### src/rtl/sid_filter_pkg.sv
package sid_filter_pkg;
  typedef enum logic {
    MODE_PER_SLOT = 1'b0,
    MODE_GLOBAL   = 1'b1
  } filt_mode_e;

  localparam logic ALL_PASS_SPAN = 1'b1;
endpackage

### src/rtl/sid_mask_dec.sv
module sid_mask_dec #(
  parameter int SID_W = 32
) (
  input  logic [SID_W-1:0] val_i,
  output logic [SID_W-1:0] mask_o
);
  // lowest zero bit and the ones below it; all ones wraps to a full mask
  logic [SID_W-1:0] val_inc;
  assign val_inc = val_i + SID_W'(1);
  assign mask_o  = val_i ^ val_inc;
endmodule

### src/rtl/sid_slot_match.sv
module sid_slot_match #(
  parameter int SID_W = 32
) (
  input  logic [SID_W-1:0] val_i,
  input  logic             span_i,
  input  logic [SID_W-1:0] sid_i,
  output logic             hit_o
);
  logic [SID_W-1:0] span_mask;
  logic [SID_W-1:0] care;
  logic [SID_W-1:0] diff;

  sid_mask_dec #(.SID_W(SID_W)) u_mask (
    .val_i (val_i),
    .mask_o(span_mask)
  );

  assign care  = span_i ? ~span_mask : '1;
  assign diff  = (sid_i ^ val_i) & care;
  assign hit_o = (diff == '0);
endmodule

### src/rtl/sid_filter.sv
module sid_filter
  import sid_filter_pkg::*;
#(
  parameter int NUM_SLOTS = 4,
  parameter int SID_W     = 32,
  localparam int SLOT_W   = (NUM_SLOTS > 1) ? $clog2(NUM_SLOTS) : 1
) (
  input  logic                 clk_i,
  input  logic                 rst_ni,
  input  logic                 cfg_we_i,
  input  logic [SLOT_W-1:0]    cfg_slot_i,
  input  logic [SID_W-1:0]     cfg_val_i,
  input  logic                 cfg_span_i,
  input  logic                 cfg_en_i,
  input  logic                 global_mode_i,
  input  logic                 evt_valid_i,
  input  logic [SID_W-1:0]     evt_sid_i,
  output logic [NUM_SLOTS-1:0] match_o
);
  logic [NUM_SLOTS-1:0][SID_W-1:0] flt_val;
  logic [NUM_SLOTS-1:0]            flt_span;
  logic [NUM_SLOTS-1:0]            slot_hit;
  logic [NUM_SLOTS-1:0]            sel_hit;
  filt_mode_e                      mode;

  assign mode = filt_mode_e'(global_mode_i);

  for (genvar g = 0; g < NUM_SLOTS; g++) begin : g_slot
    logic sel;
    assign sel = cfg_we_i && (cfg_slot_i == SLOT_W'(g));

    always_ff @(posedge clk_i or negedge rst_ni) begin
      if (!rst_ni) begin
        flt_val[g]  <= '1;
        flt_span[g] <= ALL_PASS_SPAN;
      end else if (sel) begin
        flt_val[g]  <= cfg_en_i ? cfg_val_i  : '1;
        flt_span[g] <= cfg_en_i ? cfg_span_i : ALL_PASS_SPAN;
      end
    end

    sid_slot_match #(.SID_W(SID_W)) u_match (
      .val_i (flt_val[g]),
      .span_i(flt_span[g]),
      .sid_i (evt_sid_i),
      .hit_o (slot_hit[g])
    );
  end

  assign sel_hit = (mode == MODE_GLOBAL) ? {NUM_SLOTS{slot_hit[0]}} : slot_hit;

  always_ff @(posedge clk_i or negedge rst_ni) begin
    if (!rst_ni) match_o <= '0;
    else         match_o <= evt_valid_i ? sel_hit : '0;
  end
endmodule

### config.mk
export PLATFORM = sky130hd
export DESIGN_NAME = sid_filter
export DESIGN_NICKNAME = d
export VERILOG_FILES = /design/src/rtl/sid_filter_pkg.sv /design/src/rtl/sid_mask_dec.sv /design/src/rtl/sid_slot_match.sv /design/src/rtl/sid_filter.sv
export SDC_FILE = /design/constraint.sdc
export NUM_CORES = 1
export LEC_CHECK = 0
export ABC_AREA = 0
export BUFFER_PORTS_ARGS = -buffer_cell sky130_fd_sc_hd__buf_2
export CORE_ASPECT_RATIO = 0.75
export CORE_UTILIZATION = 44
export DETAILED_ROUTE_END_ITERATION = 6
export GPL_ROUTABILITY_DRIVEN = 1
export GPL_TIMING_DRIVEN = 0
export PLACE_DENSITY = 0.68
export RECOVER_POWER = 50
export SYNTH_ARGS = -nofsm -noshare
export SYNTH_HDL_FRONTEND = slang
export SYNTH_SLANG_ARGS = --single-unit
### constraint.sdc
create_clock -name clk_i -period 2.15 [get_ports clk_i]
set_clock_uncertainty 0.1 [all_clocks]
set_input_delay 0.43 -clock clk_i [delete_from_list [all_inputs] [get_ports clk_i]]
set_output_delay 0.43 -clock clk_i [all_outputs]
set_load 0.005 [all_outputs]
==> results of run 1 <==
power by group:
group	total [mW]	internal, mW	switching [mW]
clock network	3.01	1.83	1.18
registers	3.95	3.31	0.639
logic	2.45	1.02	1.43
cells in the mapped netlist (all sizes together), types with 14 or more instances:
master / number / area share (%)
nand2: 153 / 6.8
dfstp: 132 / 41
o21ai: 131 / 7.8
xnor2: 85 / 8.8
a21oi: 62 / 3.7
nor2: 54 / 2.4
clkbuf: 51 / 2.3
nor2b: 35 / 2.6
nand3: 28 / 1.7
xor2: 28 / 2.9
and3: 21 / 1.6
and4: 20 / 2.1
nand4: 20 / 1.5
nor4: 20 / 1.5
a31oi: 15 / 1.1
nor3: 14 / 0.89
metal layers:
metal / track usage (%) / up-vias / share of wire [%]
li1: - / 3735 / -
met3: 7.73 / 49 / 9.6
met5: 0 / - / 0
met2: 44.9 / 394 / 41
met4: 7.37 / 0 / 1.6
met1: 49.0 / 4017 / 48
flip-flops by register name, summed over array words and instances, names as in the netlist:
name / cells
flt_span: 4
match_o: 4
flt_val: 128
worst max-delay path: stages (launching register included):
cell and delay [ns]:
dfstp_2 0.59, and4_1 0.22, clkbuf_8 0.16, nand4_1 0.11, buf_4 0.20, nor3_4 0.29
o22ai_2 0.18, nor4_4 0.45, a41oi_2 0.19, a21oi_1 0.14
metrics by stage:
step | cells | setup slack (ns) | power [mW] | setup TNS, ns | hold WS, ns
global route | 1357 | -0.616 | 9.82 | -20.94 | 0.212
detailed placement | 1285 | -1.47 | 5.98 | -7.45 | 0.362
floorplan | 983 | -0.0702 | 5.20 | -0.157 | 0.0344
finish | 1357 | -0.567 | 9.42 | -1.91 | 0.199
global placement | 1284 | -1.61 | 5.93 | -78.56 | 0.376
CTS | 1339 | -0.596 | 9.16 | -1.58 | 0.202
cell usage in the layout, fill, tap and decap left out, drive strengths merged, types with 6 or more instances in the layout:
master   count
a2111oi      6
a21oi       62
a22oi        8
a31oi       15
a41oi       11
and2        12
and3        21
and4        20
buf         95
clkbuf      76
dfstp      132
inv         11
nand2      153
nand3       28
nand4       20
nor2        54
nor2b       35
nor3        14
nor3b        6
nor4        20
o21ai      131
o22ai       11
xnor2       85
xor2        28
layout make-up:
cell class / instances / area, um^2 / area share, %
buffer: 55 / 229 / 2.18
clock buffer: 22 / 484 / 4.61
clock inverter: 10 / 118 / 1.12
inverter: 10 / 37.5 / 0.358
multi-input combinational: 781 / 5120 / 48.8
sequential: 136 / 3570 / 34.0
tap: 247 / 309 / 2.94
timing repair buffer: 96 / 628 / 5.98
cells by family after synthesis:
| family | share of synthesized area (%) |
|---|---|
| buffers and inverters | 3.03 |
| XOR/XNOR | 11.8 |
| AND/OR/NAND/NOR | 23.6 |
| flip-flops | 42.4 |
| AO/OA/AOI/OAI | 18.4 |
| adder cells (fa/ha/maj) | 0.743 |
path summary, 6_finish.rpt:
check                                        start                      end  cells past startpoint
hold / removal                       cfg_val_i[16]  flt_val[16]$_DFFE_PN1P_                      3
setup reg to reg           flt_span[2]$_DFFE_PN1P_     match_o[2]$_DFF_PN0_                      9
min in group asynchronous                   rst_ni     match_o[3]$_DFF_PN0_                      2
setup / recovery           flt_span[2]$_DFFE_PN1P_     match_o[2]$_DFF_PN0_                      9
max in group asynchronous                   rst_ni  flt_val[21]$_DFFE_PN1P_                      3
hold reg to reg            flt_val[72]$_DFFE_PN1P_  flt_val[72]$_DFFE_PN1P_                      2
repair_timing:
item,4_1_cts,5_1_grt
buffers inserted,22,18
cloned,0,0
gates resized for setup,67,29
hold endpoints to repair,4,0
hold buffers,1,0
pin swaps,24,22
endpoints found under the setup margin,4,5
==> metrics.yaml, run 1 <==
sta:
  period_needed_ns: 2.72
  rsz0062_at_grt: "yes"
  final.period_utilization_pct: 126
  max_freq_ghz: 0.368
  finalSetupViolCount: 29
  relSlewSlack_pct: -7.59
  worst_pin_slew_ns: 1.61
  hold_viol_final: 0
  timing.final.ws_setup_ns: -0.567
  drv_slew: 63
routing:
  routed_wl_um: 30600
  viasPerCell: 6.04
  vias: 8195
  wl_per_cell_um: 22.6
  firstDrtPassIters: 6
  route.detailed.drc: 0
  ant_nets: 0
  drtIter0Drc: 946
synthesis:
  syn_nets: 1061
  yosysSeqAreaShare_pct: 42.4
  synth_cell_types: 54
  synth_edf_count: 0
  yosys_warnings: 0
  synthCells: 983
  ys_ff_latch: 136
  async_flop_share_pct: 100
  syn_area_mm2: 0.00841
  postSynthAreaPerCell_um2: 8.56
  ys.flop_type: "dfstp_2"
placement:
  gp_congestion: 0.981
  postPlaceCellArea_mm2: 0.00912
  dp.final_hpwl_um: 22700
  port_buffers: 54
global_route:
  grt_use_total_pct: 32.0
  grt_pass1_wl_um: 46400
  gr-total-overflow: 0
  grt_max_degree: 75
  grt_pass1_vias: 7661
  grt_antenna_before_repair: 0
die:
  core_area_mm2: 0.0186
  initial_utilization_pct: 45.2
  dieHeight_um: 122
  ios: 77
  rows: 43
  die-area_mm2: 0.0197
  die_w_um: 162
clock_network:
  clock_sinks: 136
  clkTransAtPathRegs_ns: 0.06
  cts_tree: "yes"
  cts_buffers: 17
  clockBufferDepth: 2
  h-tree-depth: 4
  insertion_delay_ns: 0.44
  root_buffer: "clkbuf_16"
flow_run:
  drv_cap: 1
finish:
  stdcell_area_mm2: 0.0105
  drive_gt1_share_pct: 29.9
  syn_to_final_growth_pct: 24.7
  fillers: 1741
  utilization_pct: 56.4
  nNetsFinal: 1175
  insertedDiodeCount: 0
setup_path:
  critPathKind: "register to register"
  crit_path_end_kind: "register"
  path_max_fanout: 7
  start_kind: "register"
  arrival_ns: 2.98
  rrSetupSlack_ns: -0.57
  cp.required_ns: 2.41
hold_path:
  hp-class: "input port to register"
outcome:
  violations: "max-capacitance violations, max-slew violations, negative setup slack"
  status: "finished with violations"
pwr:
  worst_ir_drop_vdd_mv: 0.459
  p_per_area_mw_per_mm2: 897
  leakagePower_nw: 4.05
(Power assumes the default switching activity.)
==> inputs of run 2 (changes only) <==
--- a/config.mk
+++ b/config.mk
@@ -12,8 +12,9 @@
 export DETAILED_ROUTE_END_ITERATION = 6
 export GPL_ROUTABILITY_DRIVEN = 1
 export GPL_TIMING_DRIVEN = 0
-export PLACE_DENSITY = 0.68
+export PLACE_DENSITY = 0.66
 export RECOVER_POWER = 50
 export SYNTH_ARGS = -nofsm -noshare
 export SYNTH_HDL_FRONTEND = slang
 export SYNTH_SLANG_ARGS = --single-unit
+export TNS_END_PERCENT = 20
==> constraint.sdc (replaced) <==
create_clock -name clk_i -period 3 [get_ports clk_i]
set_clock_uncertainty 0.1 [all_clocks]
set_input_delay 0.6 -clock clk_i [delete_from_list [all_inputs] [get_ports clk_i]]
set_output_delay 0.6 -clock clk_i [all_outputs]
set_load 0.005 [all_outputs]
==> metrics.yaml, run 2 (synthesis gave the netlist of run 1 again) <==
outcome:
  status: "finished with violations"
  violations: "max-capacitance violations, max-slew violations"
clock_network:
  insertion_delay_ns: 0.44  # about the same
  clock_sinks: 136  # unchanged
  cts_buffers: 17  # unchanged
  root_buffer: "clkbuf_16"
  clockBufferDepth: 2  # unchanged
  cts_hold_buf: 0  # -1
  h-tree-depth: 4  # unchanged
  cts_tree: "yes"
  clkTransAtPathRegs_ns: 0.06  # about the same
setup_path:
  path_max_fanout: 7  # unchanged
  start_kind: "register"
  crit_path_end_kind: "register"
  r2r_end: "match_o[3]$_DFF_PN0_"
  r2r_start: "flt_val[97]$_DFFE_PN1P_"
  crit_buf_inv: 0  # -2
  cpMaxStageDelayCell: "dfstp_2"
  max_stage_delay_ns: 0.60  # about the same
  worst_r2r_path_depth: 7  # -2
  cp.required_ns: 3.26  # +0.85 ns
  rrSetupSlack_ns: 0.06  # +0.62 ns
  arrival_ns: 3.21  # +0.23 ns
  crit_family: "simple AND/OR/NAND/NOR gates"
  critPathKind: "register to register"
  worstPathCellList: "nand4_1, or4_4, a2111oi_1, nand3_1, nor4_2, a41oi_1, a21oi_2"
sta:
  final.period_utilization_pct: 98.1  # -28 points
  hold_viol_final: 0  # unchanged
  drv_slew: 83  # +32%
  relSlewSlack_pct: -33.4  # -26 points
  timing.final.ws_setup_ns: 0.0563  # +0.623 ns
  rsz0062_at_grt: "yes"
  period_needed_ns: 2.94  # +0.227 ns
  finalSetupViolCount: 0  # -100%
  max_freq_ghz: 0.340  # -7.7%
  worst_pin_slew_ns: 2.00  # +0.387 ns
die:
  dieHeight_um: 122  # unchanged
  ios: 77  # unchanged
  initial_utilization_pct: 45.2  # unchanged
  die_w_um: 162  # unchanged
  die-area_mm2: 0.0197  # unchanged
  core_area_mm2: 0.0186  # unchanged
  rows: 43  # unchanged
finish:
  largest_register: "flt_val"
  insertedDiodeCount: 0  # unchanged
  top_regs: "flt_val x128, flt_span x4, match_o x4"
  nNetsFinal: 1142  # -2.8%
  utilization_pct: 52.1  # -4.3 points
  largest_register_ffs: 128  # unchanged
  drive_gt1_share_pct: 22.5  # -7.4 points
  syn_to_final_growth_pct: 15.3
  stdcell_area_mm2: 0.00970  # -7.6%
  fillers: 1803  # +3.6%
  final_common_cell: "nand2_1"
  fin_cells: 1322  # -2.6%
  layout_common_cells: "153 x nand2_1, 132 x dfstp_2, 130 x o21ai_0"
pwr:
  leakagePower_nw: 3.69  # -8.9%
  total_power_mw: 6.36  # -32%
  p_per_area_mw_per_mm2: 656  # -27%
  worst_ir_drop_vdd_mv: 0.362  # -21%
placement:
  dpl_worst_slack_ns: -0.540  # +0.933 ns
  postPlaceCellArea_mm2: 0.00903  # -1.0%
  gp_congestion: 0.997  # +1.6%
  dp_cells: 1285  # unchanged
  dp.final_hpwl_um: 22600  # about the same
  port_buffers: 54  # unchanged
routing:
  viasPerCell: 6.10  # +1.0%
  drtIter0Drc: 984  # +4.0%
  route.detailed.drc: 0  # unchanged
  vias: 8064  # -1.6%
  firstDrtPassIters: 5  # -1
  routed_wl_um: 29500  # -3.7%
  ant_nets: 0  # unchanged
  wl_per_cell_um: 22.3  # -1.1%
global_route:
  gr-total-overflow: 0  # unchanged
  use_met2_pct: 42.2  # -2.6 points
  grt_max_degree: 83  # +11%
  grt_use_total_pct: 31.5  # -0.56 points
  grt_pass1_wl_um: 45700  # -1.4%
  busiest_layer: "met1"
  grt_pass1_vias: 7417  # -3.2%
  grt_antenna_before_repair: 0  # unchanged
  use_met3_pct: 5.82  # -1.9 points
  grt_util_met1_pct: 50.1  # +1.1 points
hold_path:
  min_path_cells: 3  # unchanged
  hold_start: "cfg_val_i[12]"
  hp-class: "input port to register"
  hold_path_end: "flt_val[12]$_DFFE_PN1P_"
flow_run:
  drv_cap: 1  # unchanged
==> run 2: cell types whose count changed in the layout (fill, tap and decap cells not counted), sizes merged <==
cell	change
buf	-31
clkbuf	-1
clkinv	+1
clkinvlp	-2
dlygate4sd3	-1
inv	-1
==> run 2: what timing repair did <==
action | in CTS | in global routing
endpoints found under the setup margin | 3 | 4
setup buffers | 5 | 3
pin swaps | 2 | 6
endpoints found under the hold margin | 0 | 0
resized for setup | 5 | 12
==> run 2: final cells by class <==
type | instances | area, um^2 | share of cell area, %
inverters | 10 | 37.5 | 0.387
well taps | 247 | 309 | 3.19
clock inverters | 8 | 98.8 | 1.02
plain buffers | 55 | 215 | 2.22
clock buffers | 22 | 464 | 4.79
flip-flops and latches | 136 | 3570 | 36.8
repair buffers | 63 | 337 | 3.47
multi-input cells | 781 | 4670 | 48.1
==> run 2: where the power goes <==
part	switching (mW)	internal [mW]
clock	0.807	1.25
combinational	0.874	0.602
sequential	0.455	2.37
total	2.14	4.23
==> run 2: layer usage <==
metal | wire, um | vias to the layer above
li1 | - | 3661
met1 | 14300 | 3970
met2 | 11800 | 386
met3 | 2820 | 47
met4 | 612 | 0
met5 | 0 | -
==> run 2: worst register-to-register path, cell delays in order, from the launching register on <==
cell and delay [ns]:
dfstp_2 0.60, nand4_1 0.30, or4_4 0.58, a2111oi_1 0.41, nand3_1 0.17, nor4_2 0.34
a41oi_1 0.24, a21oi_2 0.15
==> run 2: per-stage QoR <==
step / TNS (ns) / hold WS [ns]
floorplan: 0 / 0.204
global placement: -3.11 / 0.376
detailed placement: -0.743 / 0.383
CTS: 0 / 0.152
global route: -0.0404 / 0.378
finish: 0 / 0.372
==> run 2: worst max path at each step <==
stage	cells after the start	endpoint	slack, ns	from
floorplan	8	match_o[1]$_DFF_PN0_	0.64	evt_sid_i[1]
global placement	8	match_o[2]$_DFF_PN0_	-0.60	flt_val[67]$_DFFE_PN1P_
detailed placement	8	match_o[2]$_DFF_PN0_	-0.54	flt_val[68]$_DFFE_PN1P_
CTS	7	match_o[3]$_DFF_PN0_	0.01	flt_val[97]$_DFFE_PN1P_
global route	7	match_o[2]$_DFF_PN0_	-0.04	flt_val[77]$_DFFE_PN1P_
finish	7	match_o[3]$_DFF_PN0_	0.06	flt_val[97]$_DFFE_PN1P_
